`src/rtl/fp_const_builder.sv`:
```
module fp_const_builder #(
  parameter int DW = 64,
  parameter int SW = 32,
  parameter int IW = 16
) (
  input  logic          clk,
  input  logic          rst_n,
  input  logic          in_valid,
  input  logic          op_insert,
  input  logic [9:0]    imm_d0,
  input  logic [4:0]    imm_d1,
  input  logic          imm_d2,
  input  logic [DW-1:0] rd_data,
  output logic [DW-1:0] wr_data,
  output logic          wr_en,
  output logic          done
);
  localparam int PAD = SW - IW;

  logic [IW-1:0] imm;
  logic [SW-1:0] narrowed;
  logic [SW-1:0] single_v;
  logic [DW-1:0] widened;

  assign imm = {imm_d0, imm_d1, imm_d2};

  function automatic logic [63:0] widen(input logic [31:0] s);
    logic [22:0] f;
    logic [4:0]  lz;
    logic [22:0] nf;
    logic [10:0] ne;
    f  = s[22:0];
    lz = 5'd22;
    for (int i = 0; i <= 22; i++)
      if (f[i]) lz = 5'(22 - i);
    nf = f << (lz + 5'd1);
    ne = 11'd896 - {6'd0, lz};
    if (s[30:23] == 8'hFF)
      widen = {s[31], 11'h7FF, f, 29'd0};
    else if (s[30:23] == 8'h00 && f == 23'd0)
      widen = {s[31], 63'd0};
    else if (s[30:23] == 8'h00)
      widen = {s[31], ne, nf, 29'd0};
    else
      widen = {s[31], {3'd0, s[30:23]} + 11'd896, f, 29'd0};
  endfunction

  function automatic logic [31:0] narrow(input logic [63:0] d);
    logic [10:0] e;
    logic [10:0] sh;
    logic [23:0] m;
    e  = d[62:52];
    sh = 11'd897 - e;
    m  = {1'b1, d[51:29]} >> sh;
    if (e == 11'h7FF || e == 11'd0 || e >= 11'd897)
      narrow = {d[63], e[10], e[6:0], d[51:29]};
    else if (e >= 11'd874)
      narrow = {d[63], 8'h00, m[22:0]};
    else
      narrow = {d[63], 31'd0};
  endfunction

  assign narrowed = narrow(rd_data);
  assign single_v = op_insert ? {narrowed[SW-1:IW], imm} : {imm, {PAD{1'b0}}};
  assign widened  = widen(single_v);

  always_ff @(posedge clk or negedge rst_n) begin
    if (!rst_n) begin
      wr_data <= '0;
      wr_en   <= 1'b0;
      done    <= 1'b0;
    end else begin
      wr_en <= in_valid;
      done  <= in_valid;
      if (in_valid) wr_data <= widened;
    end
  end
endmodule


```
`config.mk`:
```
export PLATFORM = sky130hd
export DESIGN_NAME = fp_const_builder
export DESIGN_NICKNAME = d
export VERILOG_FILES = /design/src/rtl/fp_const_builder.sv
export SDC_FILE = /design/constraint.sdc
export NUM_CORES = 1
export LEC_CHECK = 0
export BUFFER_PORTS_ARGS = -buffer_cell sky130_fd_sc_hd__buf_2
export CORE_MARGIN = 4
export CORE_UTILIZATION = 40
export CTS_CLUSTER_SIZE = 10
export DETAILED_ROUTE_END_ITERATION = 8
export PLACE_DENSITY = 0.66
export SYNTH_ARGS = -nofsm -noshare
export SYNTH_HDL_FRONTEND = slang
export SYNTH_SLANG_ARGS = --single-unit
```
`constraint.sdc`:
```
create_clock -name clk -period 1.8 [get_ports clk]
set_clock_uncertainty 0.05 [all_clocks]
set_input_delay 0.18 -clock clk [delete_from_list [all_inputs] [get_ports clk]]
set_output_delay 0.18 -clock clk [all_outputs]
set_load 0.05 [all_outputs]
```
==> reports/metrics.yaml <==
power:
  power.share.combinational_pct: 70.1
  p_sw_mw: 2.342
  clkPwrFrac_pct: 12.0
  seqPwrFrac_pct: 17.9
  internal-power_mw: 2.819
  total_power_mw: 5.160
  peakVddDrop_v: 0.0004593
  switching_share_pct: 45.38
  leakagePower_nw: 3.660
  p_per_area_mw_per_mm2: 628.5
synthesis:
  synth_simple_gate_area_share_pct: 21.81
  synth_compound_area_share_pct: 31.07
  synthAdderAreaFrac_pct: 0.8552
  synthArstFlopShare_pct: 100.0
  netlist_top_cells_area: "dfrtp_1 20%, mux4_2 7.2%, buf_4 5.3%, a21oi_1 4.6%, nand2_1 4.5%"
  synthFlopType: "dfrtp_1"
  yosysWarnings: 0
  synthDistinctLibCells: 83
  synth_edf_count: 0
  synth_commonest_cells: "53 x nand2_1, 53 x nor2_1, 40 x a21oi_1, 35 x dfrtp_1, 33 x o21ai_0"
  yosysTopAreaCellShare_pct: 19.95
  muxShareOfSynthArea_pct: 13.80
  syn_area_mm2: 0.004389
  ys_seq_area_share_pct: 19.95
  synth_top_cell_by_area: "dfrtp_1"
  ys_seq_elements: 35
  postSynthCellCount: 558
  avgSynthCellArea_um2: 7.866
  synth_top_family_by_area: "compound AO/OA/AOI/OAI gates"
  synth-xor-area-share_pct: 1.368
timing:
  max_freq_ghz: 0.2661
  period_share_pct: 208.8
  worstMarginPinSlew_ns: 0.8022
  timing.final.hold_violations: 0
  fin_crit_ns: 3.758
  relSlewSlack_pct: 46.52
  rsz0062_at_grt: "true"
  setup_viol: 32
  finalMaxSlewViolations: 0
  fin_ws_ns: -1.958
final_layout:
  antenna_cells: 0
  num-fill-cells: 735
  fin_nets: 974
  postLayoutCoreUtil_pct: 78.13
  final_cells: 1023
  syn2layout_area_growth_pct: 87.06
  drive_above_1_share_pct: 61.56
outcome:
  status: "finished, violations left"
  failed_checks: "negative setup slack"
flow_run:
  maxCapViolCount: 0
global_routing:
  met2_usage_pct: 53.91
  grt_pass1_vias: 5940
  grt_max_degree: 49
  grt-ovfl-total: 0
  grt_use_total_pct: 31.28
  grt_pass1_wl_um: 31780
  busiest_layer: "met2"
  met1_usage_pct: 37.40
  antenna_found_initial: 0
  gr-usage-met3_pct: 6.578
worst_setup_path:
  critPathBufInv: 9
  path_cells: "buf_8, inv_4, ha_4, a41oi_4, buf_6, buf_4, o21ai_0, buf_4, o311ai_4, buf_4, a2111oi_4, a2111oi_4, buf_4, buf_4, xnor2_4, buf_6, mux4_2, o31ai_4, a21oi_2, a221o_1"
  cp-end-kind: "flip-flop"
  critPathMaxFanout: 9
  slowest_delay_ns: 0.45
  cp_common_cell: "buf_4"
  worstPathArrival_ns: 3.89
  slowest_stage: "a2111oi_4"
  required_ns: 1.93
  critical_path_class: "in -> reg"
  crit_family: "compound AO/OA/AOI/OAI gates"
  start_kind: "input pin"
cts:
  clock-root-buffer: "clkbuf_8"
  clk_path_buf_depth: 2
  clock-sinks: 35
  path_clk_slew_ns: 0.07
  clk_latency_ns: 0.29
  cts_tree: "built"
  cts_buffers: 5
  h-tree-depth: 2
floorplan:
  num_rows: 37
  initial_utilization_pct: 41.77
  die_area_mm2: 0.01271
  die_x_um: 112.8
  ios: 150
  core_mm2: 0.01051
  die_h_um: 112.8
routing:
  via_count: 5956
  drcViolationCount: 0
  wire_per_inst_um: 21.36
  drtIter0Drc: 471
  wl_um: 21850
  viasPerCell: 5.822
  antenna_violating_nets_post_route: 0
  dr.pass1.iters: 5
min_path:
  hold_class: "in -> reg"
place:
  dpl.hpwl_um: 15710
  place_inst: 946
  numPortBuffers: 75
  routabilityCongestion: 0.9888
## per-stage QoR
step	cell area [um^2]	worst slack [ns]	hold slack [ns]	TNS (ns)
2_1_floorplan	4865	-2.206	-0.1656	-56.29
3_3_place_gp	6530	-2.266	0.2343	-59.67
3_5_place_dp	6530	-2.338	0.2502	-62.10
4_1_cts	7550	-1.820	0.1915	-47.53
5_1_grt	8210	-2.104	0.2279	-55.49
6_report	8210	-1.958	0.1848	-51.83
## power groups by stage
stage                     sequential, mW  clock, mW  combinational, mW
after global routing               0.938      0.653               3.78
after detailed placement           0.939          0               2.67
after floorplan                     1.25          0               1.41
after CTS                          0.925      0.620               3.21
after global placement             0.937          0               2.65
final                              0.926      0.617               3.62
## worst paths after layout
| path | from | to | slack, ns | depth (start not counted) |
|---|---|---|---|---|
| max in group asynchronous | rst_n | wr_data[55] | 0.73 | 2 |
| worst max-delay path | rd_data[53] | wr_data[51] | -1.96 | 20 |
| min in group asynchronous | rst_n | wr_data[45] | 0.45 | 2 |
| worst min-delay path | rd_data[63] | wr_data[63] | 0.18 | 3 |
| worst min register to register | wr_data[30] | wr_data[30] | 0.44 | 1 |
| worst max register to register | wr_data[46] | wr_data[46] | 0.70 | 4 |
## sequential cells by signal (all words and copies together) (netlist names)
register	cells
done	1
wr_data	34
## worst min-delay path: cells and delay by family
family	cells	cell delay [ns]
muxes	1	0.09
buffers and inverters	1	0.07
AOI/OAI and AO/OA	1	0.14
## metal layers
| metal | part of all wire [%] | wire length, um | vias up |
|---|---|---|---|
| li1 | - | - | 2710 |
| met1 | 37 | 8103 | 2820 |
| met4 | 4.9 | 1069 | 0 |
| met2 | 50 | 10950 | 343 |
| met5 | 0 | 0 | - |
| met3 | 7.9 | 1719 | 83 |
## layout by cell type, fill, tap and decap left out, drive strengths merged, types with 4 or more instances in the layout
master	netlist	final
nor4	5	5
and3	5	5
or4	4	4
xnor2	4	4
mux2i	14	14
nand2	53	53
a31oi	10	10
clkbuf	25	6
nor2b	8	8
nand2b	7	7
nor3	22	22
a211o	4	4
a2111oi	4	4
a211oi	10	10
o221ai	6	6
o211ai	5	5
and2	6	6
o22ai	10	10
o21a	9	9
nand3	6	6
o21ai	35	35
dfrtp	35	35
a21o	6	6
conb	1	29
o31ai	5	5
a21oi	40	40
inv	22	22
mux4	14	14
nor2	55	55
mux2	13	13
a41oi	5	5
buf	45	363
or2	4	4
a311oi	6	6
## cell families after synthesis
| group | count (synthesis) |
|---|---|
| muxes | 41 |
| and+or+nand+nor | 191 |
| buffers and inverters | 92 |
| xor gates and xnor gates | 6 |
| other | 1 |
| AOI/OAI and AO/OA | 189 |
| DFF | 35 |
| adders and majority gates | 3 |
## final cells by class
cell class,count,area [um^2],area share [%]
clock buffer,6,82.58,1.006
clock inverter,1,5.005,0.06096
inverter,22,95.09,1.158
multi-input combinational,459,4148,50.52
sequential,35,875.8,10.67
tap,136,170.2,2.073
timing repair buffer,364,2834,34.52
## repair_timing
| item | CTS | global route |
|---|---|---|
| endpoints found under the hold margin | 35 | 0 |
| pin swaps | 54 | 62 |
| cloned | 1 | 0 |
| gates resized for setup | 133 | 87 |
| hold buffers | 1 | 0 |
| setup buffers | 37 | 37 |
| setup endpoints to repair | 32 | 32 |
Power figures use the tool's default switching activity.
